### config.mk
export PLATFORM = sky130hd
export DESIGN_NAME = snoop_coherence_ctrl
export DESIGN_NICKNAME = d
export VERILOG_FILES = /design/src/rtl/snoop_coherence_ctrl.sv
export SDC_FILE = /design/constraint.sdc
export NUM_CORES = 1
export LEC_CHECK = 0
export CORE_MARGIN = 2
export CORE_UTILIZATION = 45
export DETAILED_ROUTE_END_ITERATION = 10
export PLACE_DENSITY_LB_ADDON = 0.2
export SYNTH_ARGS = -nofsm -noshare
export SYNTH_HDL_FRONTEND = slang
export SYNTH_SLANG_ARGS = --single-unit
### constraint.sdc
create_clock -name clk -period 4.05 [get_ports clk]
set_input_delay 0.81 -clock clk [delete_from_list [all_inputs] [get_ports clk]]
set_output_delay 0.81 -clock clk [all_outputs]
set_load 0.01 [all_outputs]
### src/rtl/snoop_coherence_ctrl.sv
module snoop_coherence_ctrl #(
  parameter int LINES  = 4,
  parameter int ADDR_W = 8,
  parameter int DATA_W = 8
) (
  input  logic              clk,
  input  logic              rst_n,
  input  logic              cpu_req,
  input  logic              cpu_we,
  input  logic [ADDR_W-1:0] cpu_addr,
  input  logic [DATA_W-1:0] cpu_wdata,
  output logic [DATA_W-1:0] cpu_rdata,
  output logic              cpu_ready,
  output logic              bus_req,
  input  logic              bus_gnt,
  output logic [1:0]        bus_cmd,
  output logic [ADDR_W-1:0] bus_addr,
  output logic [DATA_W-1:0] bus_wdata,
  input  logic [DATA_W-1:0] bus_rdata,
  input  logic              snoop_valid,
  input  logic [1:0]        snoop_cmd,
  input  logic [ADDR_W-1:0] snoop_addr,
  output logic              snoop_flush,
  output logic [DATA_W-1:0] snoop_data
);
  localparam int IDX_W = $clog2(LINES);
  localparam int TAG_W = ADDR_W - IDX_W;
  localparam logic [1:0] CMD_WB = 2'd0, CMD_RD = 2'd1, CMD_RDX = 2'd2, CMD_INV = 2'd3;

  typedef enum logic [1:0] {LN_INV = 2'd0, LN_SHR = 2'd1, LN_DRT = 2'd2} line_t;

  line_t             st_q  [LINES];
  logic [TAG_W-1:0]  tag_q [LINES];
  logic [DATA_W-1:0] dat_q [LINES];
  logic              busy_q;

  wire [IDX_W-1:0] c_idx = cpu_addr[IDX_W-1:0];
  wire [TAG_W-1:0] c_tag = cpu_addr[ADDR_W-1:IDX_W];
  wire c_match = (st_q[c_idx] != LN_INV) && (tag_q[c_idx] == c_tag);
  wire c_ok    = c_match && (!cpu_we || st_q[c_idx] == LN_DRT);
  wire victim_dirty = (st_q[c_idx] == LN_DRT) && (tag_q[c_idx] != c_tag);

  wire [IDX_W-1:0] s_idx = snoop_addr[IDX_W-1:0];
  wire [TAG_W-1:0] s_tag = snoop_addr[ADDR_W-1:IDX_W];
  wire s_match = (st_q[s_idx] != LN_INV) && (tag_q[s_idx] == s_tag);

  assign cpu_ready = cpu_req && !busy_q && !snoop_valid && c_ok;
  assign cpu_rdata = dat_q[c_idx];
  assign bus_req   = busy_q;
  assign bus_addr  = victim_dirty ? {tag_q[c_idx], c_idx} : cpu_addr;
  assign bus_wdata = dat_q[c_idx];

  always_comb begin
    if (victim_dirty)          bus_cmd = CMD_WB;
    else if (c_match && cpu_we) bus_cmd = CMD_INV;
    else if (cpu_we)            bus_cmd = CMD_RDX;
    else                        bus_cmd = CMD_RD;
  end

  assign snoop_flush = snoop_valid && s_match && (st_q[s_idx] == LN_DRT) &&
                       (snoop_cmd == CMD_RD || snoop_cmd == CMD_RDX);
  assign snoop_data  = dat_q[s_idx];

  always_ff @(posedge clk) begin
    if (!rst_n) begin
      busy_q <= 1'b0;
      for (int i = 0; i < LINES; i++) begin
        st_q[i]  <= LN_INV;
        tag_q[i] <= '0;
        dat_q[i] <= '0;
      end
    end else begin
      if (!busy_q && cpu_req && !snoop_valid && !c_ok) busy_q <= 1'b1;
      if (cpu_ready && cpu_we) dat_q[c_idx] <= cpu_wdata;
      if (snoop_valid && s_match) begin
        case (snoop_cmd)
          CMD_RD:  if (st_q[s_idx] == LN_DRT) st_q[s_idx] <= LN_SHR;
          CMD_RDX, CMD_INV: st_q[s_idx] <= LN_INV;
          default: ;
        endcase
      end
      if (busy_q && bus_gnt) begin
        case (bus_cmd)
          CMD_WB: st_q[c_idx] <= LN_INV;
          CMD_RD: begin
            st_q[c_idx] <= LN_SHR; tag_q[c_idx] <= c_tag;
            dat_q[c_idx] <= bus_rdata; busy_q <= 1'b0;
          end
          CMD_RDX: begin
            st_q[c_idx] <= LN_DRT; tag_q[c_idx] <= c_tag;
            dat_q[c_idx] <= bus_rdata; busy_q <= 1'b0;
          end
          default: begin
            st_q[c_idx] <= LN_DRT; busy_q <= 1'b0;
          end
        endcase
      end
    end
  end

  assert_req_held_R6: assert property (@(posedge clk) disable iff (!rst_n)
    bus_req && !bus_gnt |=> bus_req);
  assert_stall_R6: assert property (@(posedge clk) disable iff (!rst_n)
    bus_req |-> !cpu_ready);
  assert_hit_quiet_R3: assert property (@(posedge clk) disable iff (!rst_n)
    cpu_ready |=> !bus_req);
  assert_flush_kind_R7: assert property (@(posedge clk) disable iff (!rst_n)
    snoop_flush |-> snoop_valid && (snoop_cmd == CMD_RD || snoop_cmd == CMD_RDX));
  assert_snoop_stall_R12: assert property (@(posedge clk) disable iff (!rst_n)
    snoop_valid |-> !cpu_ready);
  assert_upgrade_done_R4: assert property (@(posedge clk) disable iff (!rst_n)
    bus_req && bus_gnt && bus_cmd == CMD_INV |=> !bus_req);
  assert_wb_then_fetch_R10: assert property (@(posedge clk) disable iff (!rst_n)
    bus_req && bus_gnt && bus_cmd == CMD_WB |=> bus_req);
endmodule

==> out/qor.csv <==
stage;metric;value;unit
yosys;Syn Inst Count;315;
timing;Final Hold Viols;0;
critical_path;critical path arrival;3.18;ns
timing;fmax;251;MHz
critical_path;CP cell instances;clkdlybuf4s50_1, buf_6, mux4_2, xnor2_2, o2111ai_2, or4_4, nor3b_2, buf_2;
layout;P&R area growth vs syn;37.4;%
critical_path;r2r setup slk;1.04;ns
timing;fin crit period;3.99;ns
detailed_routing;drt drc;0;
global_route;global-route wire length before repair;16.8;mm
timing;Rel. slew slack;0.542;
detailed_routing;Initial DRC Count;159;
timing;setup_tns;0;ns
yosys;top cell type's share of synthesized area;0.487;
clocking;CTS H-tree lvls;3;
critical_path;Worst path max stage delay;0.56;ns
detailed_routing;Vias;3026;
floorplanning;Die Wd;97.7;µm
critical_path;Worst Path Buf+Inv;3;
status;outcome;finished, final reports clean;
pwr;leakage dissipation;0.00222;µW
clocking;total CTS buffers;9;
detailed_routing;Detailed Route WL;10.5;mm
floorplanning;DIE AREA;0.00954;mm²
detailed_routing;via/cell ratio;5.60;
global_route;initial antenna violation count;0;
critical_path;CP max-delay cell;or4_4;
clocking;clk_lat worst skew;0.35;ns
critical_path;crit-path leading delay family;buffers and inverters;
clocking;clk buf depth;2;
yosys;Post-Syn Area;0.00395;mm²
clocking;clock-pin slew on the worst setup and hold paths;0.08;ns
yosys;share of synthesized flip-flops with an asynchronous set or reset;0;
min_path;hold crit path type;reg -> reg;
yosys;top area cells in the synthesized netlist;edfxtp_1 (49%), mux4_2 (18%), and3_1 (4.0%), nor2_1 (3.6%), xnor2_1 (2.2%);
yosys;synth unique cells;44;
floorplanning;Die Span Y;97.7;µm
critical_path;Setup crit start kind;input port;
yosys;YS warnings;0;
timing;Tcrit/Tclk final;0.985;
layout;ANT cells;0;
clocking;Sink Count;65;
timing;skew final;0.0132;ns
layout;Multi-input gate area;0.00185;mm²
detailed_routing;antenna-violating nets left;0;
floorplanning;I/O pin count;77;
critical_path;Worst Path Required;3.24;ns
timing;setup violators final;0;
clocking;Post-CTS Hold Fix Bufs;0;
floorplanning;Core Rows;34;
global_route;largest net degree at the start of global routing;25;
pwr;Comb pwr share;0.209;
pwr;peak supply drop;0.000335;V
critical_path;worst-path fanout max;7;
layout;filler instances;695;
pwr;Reg power frac;0.444;
pwr;Power, Total;1750;µW
placement;I/O Buffers;76;
yosys;Post-synth EDFFs;64;
yosys;Synth area leader;edfxtp_1;
clocking;TritonCTS clock tree;done;
global_route;vias in the first global route;3166;
layout;most frequent cells in the layout;edfxtp_1 (64), clkdlybuf4s50_1 (64), buf_4 (53);
placement;dpl hpwl;7.84;mm
pwr;Net Switching;439;µW
pwr;Pwr Density;323;mW/mm²
yosys;Yosys reg bits;65;
layout;final net count;470;
critical_path;critical path class;in -> out;
layout;layout cells sized above 1;0.324;
yosys;Syn Nets;358;
flow_run;max_cap viols;0;
clocking;Root Buffer;clkbuf_8;
yosys;sequential share of the synthesized area;0.492;
global_route;GRT overflow;0;
floorplanning;Initial Utilization;0.459;
detailed_routing;drt wl/cell;19.4;µm
pwr;Switching Share;0.250;
floorplanning;core area;0.00859;mm²
global_route;GRT Total Usage;0.230;
placement;RD Place Congestion;0.884;
critical_path;crit end category;output port;
pwr;internal power;1320;µW
timing;Min Hold Slack;0.651;ns
layout;register area;0.00194;mm²
yosys;Synth Flop Type;edfxtp_1;
timing;max-slew violation count;0;
detailed_routing;DRT Pass-1 Iters;4;
yosys;Avg Inst Size Synth;12.5;µm²
timing;worst slew pin tran;0.686;ns
pwr;Clock Power Share;0.347;
-- stage by stage --
stage               setup WS (ns)  utilization  area [µm²]  std cells
finish                     0.0619        0.631        5420        540
CTS                        -0.113        0.625        5370        538
floorplan                   0.443            -        3950        315
global route              -0.0402        0.631        5420        540
detailed placement         -0.427        0.586        5040        516
global placement           -0.462        0.586        5040        516
-- cells by family (layout without fill, tap and decap cells) --
group                    after synthesis  count (layout)  share of synthesized area
AND/OR/NAND/NOR                      111             111                      0.148
AO/OA/AOI/OAI                         33              33                     0.0650
flip-flops                            65              65                      0.492
multiplexers                          37              37                      0.194
XOR/XNOR                              12              12                     0.0266
adder cells (fa/ha/maj)                3               3                    0.00951
buffers and inverters                 54             171                     0.0653
-- state kept, by name, summed over array words and instances, names as in the netlist --
register  count
bus_req       1
st_q          8
dat_q        32
tag_q        24
-- synthesized netlist by cell type, types with 2 or more instances --
master    instances
edfxtp_1         64
nor2_1           38
mux4_2           31
and3_1           25
inv_1            21
buf_4            11
nor3_1           11
clkbuf_1         10
xnor2_1          10
a41oi_1           7
o21ai_0           7
buf_1             6
mux2_2            6
nand2_1           6
nor2b_1           6
buf_2             5
nand3_1           4
nor3b_1           4
o311ai_1          4
a41o_1            3
ha_1              3
nand2b_1          3
o221ai_1          3
or2_2             3
a211oi_1          2
and2_1            2
nand4_1           2
xor2_1            2
-- power groups by stage --
stage	logic [µW]	registers, µW	clock network (µW)
detailed placement	338	794	0
floorplan	172	788	0
CTS	357	778	618
finish	366	779	609
global placement	335	791	0
global route	390	782	641
-- layout make-up --
| cell class | instances | share of cell area |
|---|---|---|
| Multi-Input combinational cell | 196 | 0.341 |
| Tap cell | 108 | 0.0249 |
| Clock inverter | 7 | 0.0173 |
| Inverter | 21 | 0.0145 |
| Sequential cell | 65 | 0.358 |
| Clock buffer | 9 | 0.0228 |
| Timing Repair Buffer | 134 | 0.221 |
-- repair_timing --
action,in CTS,in global routing
buffers inserted,7,2
gates cloned,0,0
gates resized for setup,53,20
setup endpoints to repair,10,10
pin swaps,4,7
-- path summary, 6_finish.rpt --
kind | startpoint | to | depth (start not counted)
setup reg to reg | tag_q[3][0] | dat_q[0][5] | 9
hold / removal | bus_req | bus_req | 1
hold reg to reg | bus_req | bus_req | 1
setup / recovery | snoop_addr[0] | snoop_flush | 8
-- per-layer routing --
metal / vias to the layer above / wire length (µm) / part of all wire / track usage
li1: 1422 / - / - / -
met1: 1488 / 4400 / 0.42 / 0.297
met2: 100 / 5410 / 0.52 / 0.394
met3: 16 / 485 / 0.046 / 0.0338
met4: 0 / 179 / 0.017 / 0.0844
met5: - / 0 / 0 / 0
Power figures use the tool's default switching activity.
